[src/rtl/eic_pkg.sv]
package eic_pkg;
    localparam int NCH    = 4;
    localparam int ADDR_W = 3;

    typedef enum logic [ADDR_W-1:0] {
        A_MODE = 3'd0,
        A_POL  = 3'd1,
        A_MSET = 3'd2,
        A_MCLR = 3'd3,
        A_MASK = 3'd4,
        A_STAT = 3'd5,
        A_SCLR = 3'd6,
        A_NMI  = 3'd7
    } eic_addr_e;

    typedef enum logic {
        CH_IDLE = 1'b0,
        CH_PEND = 1'b1
    } ch_state_e;
endpackage

[src/rtl/eic_sync.sv]
module eic_sync #(
    parameter int W = 5
) (
    input  logic         clk,
    input  logic         rst_n,
    input  logic [W-1:0] d_i,
    output logic [W-1:0] q_o
);
    logic [W-1:0] meta_q;
    logic [W-1:0] stab_q;

    always_ff @(posedge clk or negedge rst_n) begin
        if (!rst_n) begin
            meta_q <= '0;
            stab_q <= '0;
        end else begin
            meta_q <= d_i;
            stab_q <= meta_q;
        end
    end

    assign q_o = stab_q;
endmodule

[src/rtl/eic_chan.sv]
module eic_chan
    import eic_pkg::*;
(
    input  logic clk,
    input  logic rst_n,
    input  logic smp_i,
    input  logic lvl_mode_i,
    input  logic pol_i,
    input  logic clr_i,
    input  logic mask_i,
    output logic pend_o,
    output logic irq_o
);
    ch_state_e state_q, state_d;
    logic      prev_q;
    logic      hit;
    logic      act_lvl;

    always_ff @(posedge clk or negedge rst_n) begin
        if (!rst_n) prev_q <= 1'b0;
        else        prev_q <= smp_i;
    end

    assign hit     = pol_i ? (smp_i & ~prev_q) : (~smp_i & prev_q);
    assign act_lvl = pol_i ? smp_i : ~smp_i;

    always_comb begin
        state_d = state_q;
        if (lvl_mode_i) begin
            state_d = act_lvl ? CH_PEND : CH_IDLE;           // TRACK
        end else begin
            unique case (state_q)
                CH_IDLE: if (hit)            state_d = CH_PEND;  // HIT
                CH_PEND: if (clr_i && !hit)  state_d = CH_IDLE;  // CLEAR
                default:                     state_d = CH_IDLE;
            endcase
        end
    end

    always_ff @(posedge clk or negedge rst_n) begin
        if (!rst_n) state_q <= CH_IDLE;
        else        state_q <= state_d;
    end

    always_comb begin
        pend_o = (state_q == CH_PEND);
        irq_o  = pend_o & mask_i;
    end

    AST_EDGE_STICKY: assert property (@(posedge clk) disable iff (!rst_n)
        (!lvl_mode_i && state_q == CH_PEND && !clr_i) |=> state_q == CH_PEND);
    AST_LEVEL_TRACK: assert property (@(posedge clk) disable iff (!rst_n)
        lvl_mode_i |=> (state_q == CH_PEND) == $past(pol_i ? smp_i : !smp_i));
    AST_SET_BEATS_CLR: assert property (@(posedge clk) disable iff (!rst_n)
        (!lvl_mode_i && clr_i && hit) |=> state_q == CH_PEND);
endmodule

[src/rtl/eic_regs.sv]
module eic_regs
    import eic_pkg::*;
(
    input  logic              clk,
    input  logic              rst_n,
    input  logic              wr_i,
    input  logic [ADDR_W-1:0] addr_i,
    input  logic [NCH-1:0]    wdata_i,
    input  logic [NCH-1:0]    stat_i,
    output logic [NCH-1:0]    mode_o,
    output logic [NCH-1:0]    pol_o,
    output logic [NCH-1:0]    mask_o,
    output logic              nmi_en_o,
    output logic [NCH-1:0]    clr_o,
    output logic [NCH-1:0]    rdata_o
);
    always_ff @(posedge clk or negedge rst_n) begin
        if (!rst_n) begin
            mode_o   <= '0;
            pol_o    <= '0;
            mask_o   <= '0;
            nmi_en_o <= 1'b0;
        end else if (wr_i) begin
            unique case (eic_addr_e'(addr_i))
                A_MODE:  mode_o   <= wdata_i;
                A_POL:   pol_o    <= wdata_i;
                A_MSET:  mask_o   <= mask_o | wdata_i;
                A_MCLR:  mask_o   <= mask_o & ~wdata_i;
                A_NMI:   nmi_en_o <= wdata_i[0];
                default: ;
            endcase
        end
    end

    assign clr_o = (wr_i && eic_addr_e'(addr_i) == A_SCLR) ? wdata_i : '0;

    always_comb begin
        rdata_o = '0;
        unique case (eic_addr_e'(addr_i))
            A_MODE:  rdata_o = mode_o;
            A_POL:   rdata_o = pol_o;
            A_MASK:  rdata_o = mask_o;
            A_STAT:  rdata_o = stat_i;
            A_NMI:   rdata_o = {{(NCH-1){1'b0}}, nmi_en_o};
            default: rdata_o = '0;
        endcase
    end

    AST_MSET_SETS: assert property (@(posedge clk) disable iff (!rst_n)
        (wr_i && addr_i == A_MSET) |=> ((mask_o & $past(wdata_i)) == $past(wdata_i)));
    AST_MCLR_CLEARS: assert property (@(posedge clk) disable iff (!rst_n)
        (wr_i && addr_i == A_MCLR) |=> ((mask_o & $past(wdata_i)) == '0));
endmodule

[src/rtl/ext_irq_ctrl.sv]
module ext_irq_ctrl
    import eic_pkg::*;
(
    input  logic              clk,
    input  logic              rst_n,
    input  logic [NCH-1:0]    pin_i,
    input  logic              nmi_n_i,
    input  logic              wr_i,
    input  logic [ADDR_W-1:0] addr_i,
    input  logic [NCH-1:0]    wdata_i,
    output logic [NCH-1:0]    rdata_o,
    output logic [NCH-1:0]    irq_o,
    output logic              nmi_irq_o
);
    localparam int SW = NCH + 1;

    logic [SW-1:0]  smp;
    logic [NCH-1:0] mode, pol, mask, clr, stat;
    logic           nmi_en;
    logic           nmi_q;

    eic_sync #(.W(SW)) u_sync (
        .clk   (clk),
        .rst_n (rst_n),
        .d_i   ({nmi_n_i, pin_i}),
        .q_o   (smp)
    );

    eic_regs u_regs (
        .clk      (clk),
        .rst_n    (rst_n),
        .wr_i     (wr_i),
        .addr_i   (addr_i),
        .wdata_i  (wdata_i),
        .stat_i   (stat),
        .mode_o   (mode),
        .pol_o    (pol),
        .mask_o   (mask),
        .nmi_en_o (nmi_en),
        .clr_o    (clr),
        .rdata_o  (rdata_o)
    );

    for (genvar i = 0; i < NCH; i++) begin : g_ch
        eic_chan u_ch (
            .clk        (clk),
            .rst_n      (rst_n),
            .smp_i      (smp[i]),
            .lvl_mode_i (mode[i]),
            .pol_i      (pol[i]),
            .clr_i      (clr[i]),
            .mask_i     (mask[i]),
            .pend_o     (stat[i]),
            .irq_o      (irq_o[i])
        );
    end

    always_ff @(posedge clk or negedge rst_n) begin
        if (!rst_n) nmi_q <= 1'b0;
        else        nmi_q <= nmi_en & ~smp[NCH];
    end

    assign nmi_irq_o = nmi_q;

    AST_IRQ_MASKED: assert property (@(posedge clk) disable iff (!rst_n)
        ((irq_o & ~mask) == '0));
    AST_NMI_ENABLED: assert property (@(posedge clk) disable iff (!rst_n)
        (!nmi_en && !nmi_irq_o) |=> !nmi_irq_o);
endmodule

[config.mk]
export PLATFORM = sky130hd
export DESIGN_NAME = ext_irq_ctrl
export DESIGN_NICKNAME = d
export VERILOG_FILES = /design/src/rtl/eic_pkg.sv /design/src/rtl/eic_sync.sv /design/src/rtl/eic_chan.sv /design/src/rtl/eic_regs.sv /design/src/rtl/ext_irq_ctrl.sv
export SDC_FILE = /design/constraint.sdc
export NUM_CORES = 1
export LEC_CHECK = 0
export ABC_AREA = 1
export BUFFER_PORTS_ARGS = -buffer_cell sky130_fd_sc_hd__buf_4
export CORE_MARGIN = 5
export CORE_UTILIZATION = 30
export CTS_CLUSTER_SIZE = 20
export DETAILED_ROUTE_END_ITERATION = 10
export GPL_TIMING_DRIVEN = 0
export PLACE_DENSITY_LB_ADDON = 0.1
export SLEW_MARGIN = 20
export SYNTH_ARGS = -nofsm -noshare
export SYNTH_HDL_FRONTEND = slang
export SYNTH_SLANG_ARGS = --single-unit
export TNS_END_PERCENT = 1
[constraint.sdc]
create_clock -name clk -period 0.92 [get_ports clk]
set_input_delay 0.092 -clock clk [delete_from_list [all_inputs] [get_ports clk]]
set_output_delay 0.092 -clock clk [all_outputs]
set_load 0.005 [all_outputs]
== Word level (Yosys, flattened, before mapping) ==
Cells that the tools add are included.
W data, S select, Z words.

* Flip-flop bits (word level): 32
* Input port bits: 15
* Logic and storage cells: 97

* Equality and inequality tests: 7
* Multiplexer cells: 31
* Bitwise operators: 29
* Reduce and logical (&&, ||, !) cells: 15

{| class="wikitable"
|+ Operators by type and width
! kind !! count
|-
| $mux W1 || 24
|-
| $pmux W4 S5 || 1
|-
| $and A1 B1 Y1 || 13
|-
| $not A1 Y1 || 13
|-
| $eq A3 B3 Y1 const B || 4
|-
| $pmux W1 S2 || 4
|-
| $pmux W4 S2 || 1
|-
| $reduce_and A2 Y1 || 4
|-
| $eq A3 B2 Y1 const B || 2
|-
| $logic_and A1 B1 Y1 || 5
|-
| $and A4 B4 Y4 || 1
|-
| $logic_not A1 Y1 || 4
|-
| $mux W4 || 1
|-
| $not A4 Y4 || 1
|-
| $or A4 B4 Y4 || 1
|-
| $eq A3 B1 Y1 const B || 1
|-
| $logic_not A3 Y1 || 1
|-
| $reduce_bool A2 Y1 || 1
|}

== Depth between registers and ports, before layout ==
* Depth after elaboration: 8
* Mapped depth: 7

== By module ==
From an unflattened synthesis, not the netlist that was laid out.

* Cells, all modules: 171
* Area, all modules: 1415.1 um^2

{| class="wikitable"
|+ Modules (own cells, without submodules)
! module !! times used !! cells an instance !! area each (um^2) !! sequential area each (um^2)
|-
| eic_regs || 1 || 94 || 689.4 || 325.3
|-
| eic_chan || 4 || 16 || 110.1 || 50.0
|-
| eic_sync || 1 || 10 || 250.2 || 250.2
|-
| ext_irq_ctrl || 1 || 3 || 35.0 || 25.0
|}

== Worst setup path after synthesis ==
No wires, ideal clock.

* Path kind: in2reg
* Start: input addr_i[0]
* End: register u_regs.mode_o[0]
* Setup time: 126 ps
* Data arrival time: 684 ps
* Data required time: 794 ps
* Path slack: 110 ps
* Stages on the path: 5
* Path buffers: 1
* Cell sequence: buf_4 nor2_4 nand2_2 nor2_4 o21ai_0

* Longest elaborated chain between the ends: 2

{| class="wikitable"
|+ RTL lines
! element !! RTL line !! RTL
|-
| start: declaration || ext_irq_ctrl.sv:9 || <nowiki>input logic [ADDR_W-1:0] addr_i,</nowiki>
|-
| $logic_not A3 Y1 || eic_regs.sv:24 || <nowiki>unique case (eic_addr_e'(addr_i))</nowiki>
|-
| $reduce_and A2 Y1 (no line) || n/a ||
|-
| end signal: assignment || eic_regs.sv:25 || <nowiki>A_MODE: mode_o <= wdata_i;</nowiki>
|-
| end: declaration || eic_regs.sv:10 || <nowiki>output logic [NCH-1:0] mode_o,</nowiki>
|}

No other way between the ends.
A chain may end at the register's enable or synchronous reset.

==> metrics.txt <==
status=finished, violations left; failing checks=setup timing; share of layout cells above drive strength 1=24.3%; PortBufs=22; Min Hold Slack=48.0 ps; drt wl/cell=12.3 microns; kind of critical path=reg -> out; vias per cell=4.49; Post-Layout Cell Count=264; clock skew=5.25 ps; Initial Util=30.7%; Post-Route Utilization=40.2%; Initial DRC Count=68; Netlist Area Pre-Place=1440 sq um; Antenna diodes=0; latest clock arrival within the worst-skew pair=280 ps; io pins=24; CTS tree=done; slew at the pin closest to its max-slew limit=414 ps; initial antenna violation count=0; height of the die=79.3 microns; startpoint types=flip-flop; Syn Area/Cell=8.38 sq um; CTS clk-pin slew, worst paths=70 ps; synthesized-area fraction occupied by adder cells=0%; vias in the first global route=1169; Final Max Slew Viols=0; area grow syn2layout=30.9%; leakage power figure=0.943 nW; XOR/XNOR Fraction of Synth Area=0%; core area=4690 sq um; Setup WS post-layout=-267 ps; crit path time final=1190 ps; # rows=25; hpwl dp=2350 microns; first-pass GRT wire length=5620 microns; Ys Warns=0; setup repair after global routing missed its margin=true; post-synthesis mux area share=0%; Worst slew margin=72.4%; vias=1185; Hold Vio Cnt, Final=0; top cell type by total area after synthesis=dfrtp_1; DRT Pass-1 Iters=4; CTS Buf Count=5; largest family of logic cells by synthesized area=simple AND/OR/NAND/NOR gates; final worst path period share=129%; CP required=830 ps; Die ar.=6290 sq um; maximum clock rate=842 MHz; setup violators final=9; clock buffer depth=2; placed cell count=248; largest net degree at the start of global routing=33; worst slack, placed=-110 ps; top cell type's share of synthesized area=55.6%; Max H-tree Level=2; CP max FO=3; GP Congestion=0.733; CTS root buf=clkbuf_8; Hold Path Class=in -> reg; clk sinks=32; post-route ant nets=0; max-capacitance violation count=0; final net count=224; top cells by area, synth=dfrtp_1 (56%), nand2_1 (13%), inv_1 (6.0%); Power per Cell Area=1990 nW/um^2; crit end category=output port; Power, Total=3.76 mW; library cells used by synthesis=13; register area share after synthesis=55.6%; post-synth net total=187; Seq cells post-synth=32; simple-gate share of the synthesized area=29.6%; Syn Inst Count=172; filler instances=488; min-delay src=wdata_i[3]; Worst VDD drop=0.000631 V; all-layer global routing usage=11.8%; routed wire length=3240 microns; Synth Area in Compound Gates=5.90%; Post-Layout Inst Area=1890 sq um; worst r2r src=u_regs.mode_o[0]; crit path DAT=1100 ps; Post-route DRC=0; setup TNS=-1630 ps; Overflow after GRT=0; die width=79.3 microns; placement-stage cell area=1670 sq um
## synth_stat cells, drive strengths merged
| cell type | instances |
|---|---|
| buf | 6 |
| nand2 | 52 |
| dfrtp | 32 |
| nor2 | 19 |
| nand3 | 15 |
| o21ai | 17 |
| nand4 | 8 |
| inv | 23 |
## critical path: stages (launching register included)
cell     delay, ps
dfrtp_1        400
nand3_1         90
nand2_1         50
nor2_1          80
nand2_1         70
buf_6          110
## logic make-up (layout without fill, tap and decap cells)
logic type / Yosys count / after routing
AO/OA/AOI/OAI: 17 / 17
buffers and inverters: 29 / 67
flip-flops: 32 / 32
AND/OR/NAND/NOR: 94 / 94
## cells in the final DEF, fill, tap and decap left out
master	synthesis	routed
nand3_1	15	13
nand4_1	8	8
nand2_2	3	3
dfrtp_1	32	32
nor2_2	2	2
buf_2	1	1
nand3_2	0	2
o21ai_1	5	7
nor2_1	14	14
nor2_4	3	3
buf_6	0	8
nand2_1	49	49
clkinvlp_4	0	2
dlygate4sd3_1	0	6
clkbuf_8	0	6
inv_2	0	3
o21ai_0	12	10
inv_1	23	20
buf_4	5	21
## final timing paths
kind	slack, ps	cells after the start	end
max in group asynchronous	340	2	g_ch[1].u_ch.pend_o
max	-270	5	rdata_o[0]
min	50	3	u_regs.pol_o[3]
min in group asynchronous	280	2	u_sync.meta_q[0]
max reg2reg	-10	7	g_ch[0].u_ch.pend_o
min reg2reg	350	0	u_sync.q_o[3]
## final cells by class
| class | count | area (sq um) | area share (%) |
|---|---|---|---|
| flip-flops and latches | 32 | 801 | 42.4 |
| multi-input cells | 111 | 522 | 27.7 |
| repair buffers | 30 | 259 | 13.7 |
| inverters | 23 | 86.3 | 4.58 |
| clock buffers | 6 | 82.6 | 4.38 |
| well taps | 54 | 67.6 | 3.58 |
| plain buffers | 6 | 53.8 | 2.85 |
| clock inverters | 2 | 15.0 | 0.796 |
## where the power goes
group	internal [mW]	switching, mW
clock network	0.605	0.557
logic	0.432	0.383
registers	1.61	0.170
## metal layers
metal	global-route usage, %	part of all wire [%]	wire (microns)	vias to the layer above
li1	-	-	-	615
met1	15.0	47	1510	539
met2	18.2	47	1510	23
met3	3.74	4.7	153	8
met4	5.15	2.2	70	0
met5	0	0	0	-
## what timing repair did
action,in CTS,in global routing
hold endpoints to repair,37,0
pin swaps,5,4
buffers inserted,2,0
setup endpoints to repair,8,12
gates resized for setup,4,11
hold buffers,6,0
(Power assumes the default switching activity.)
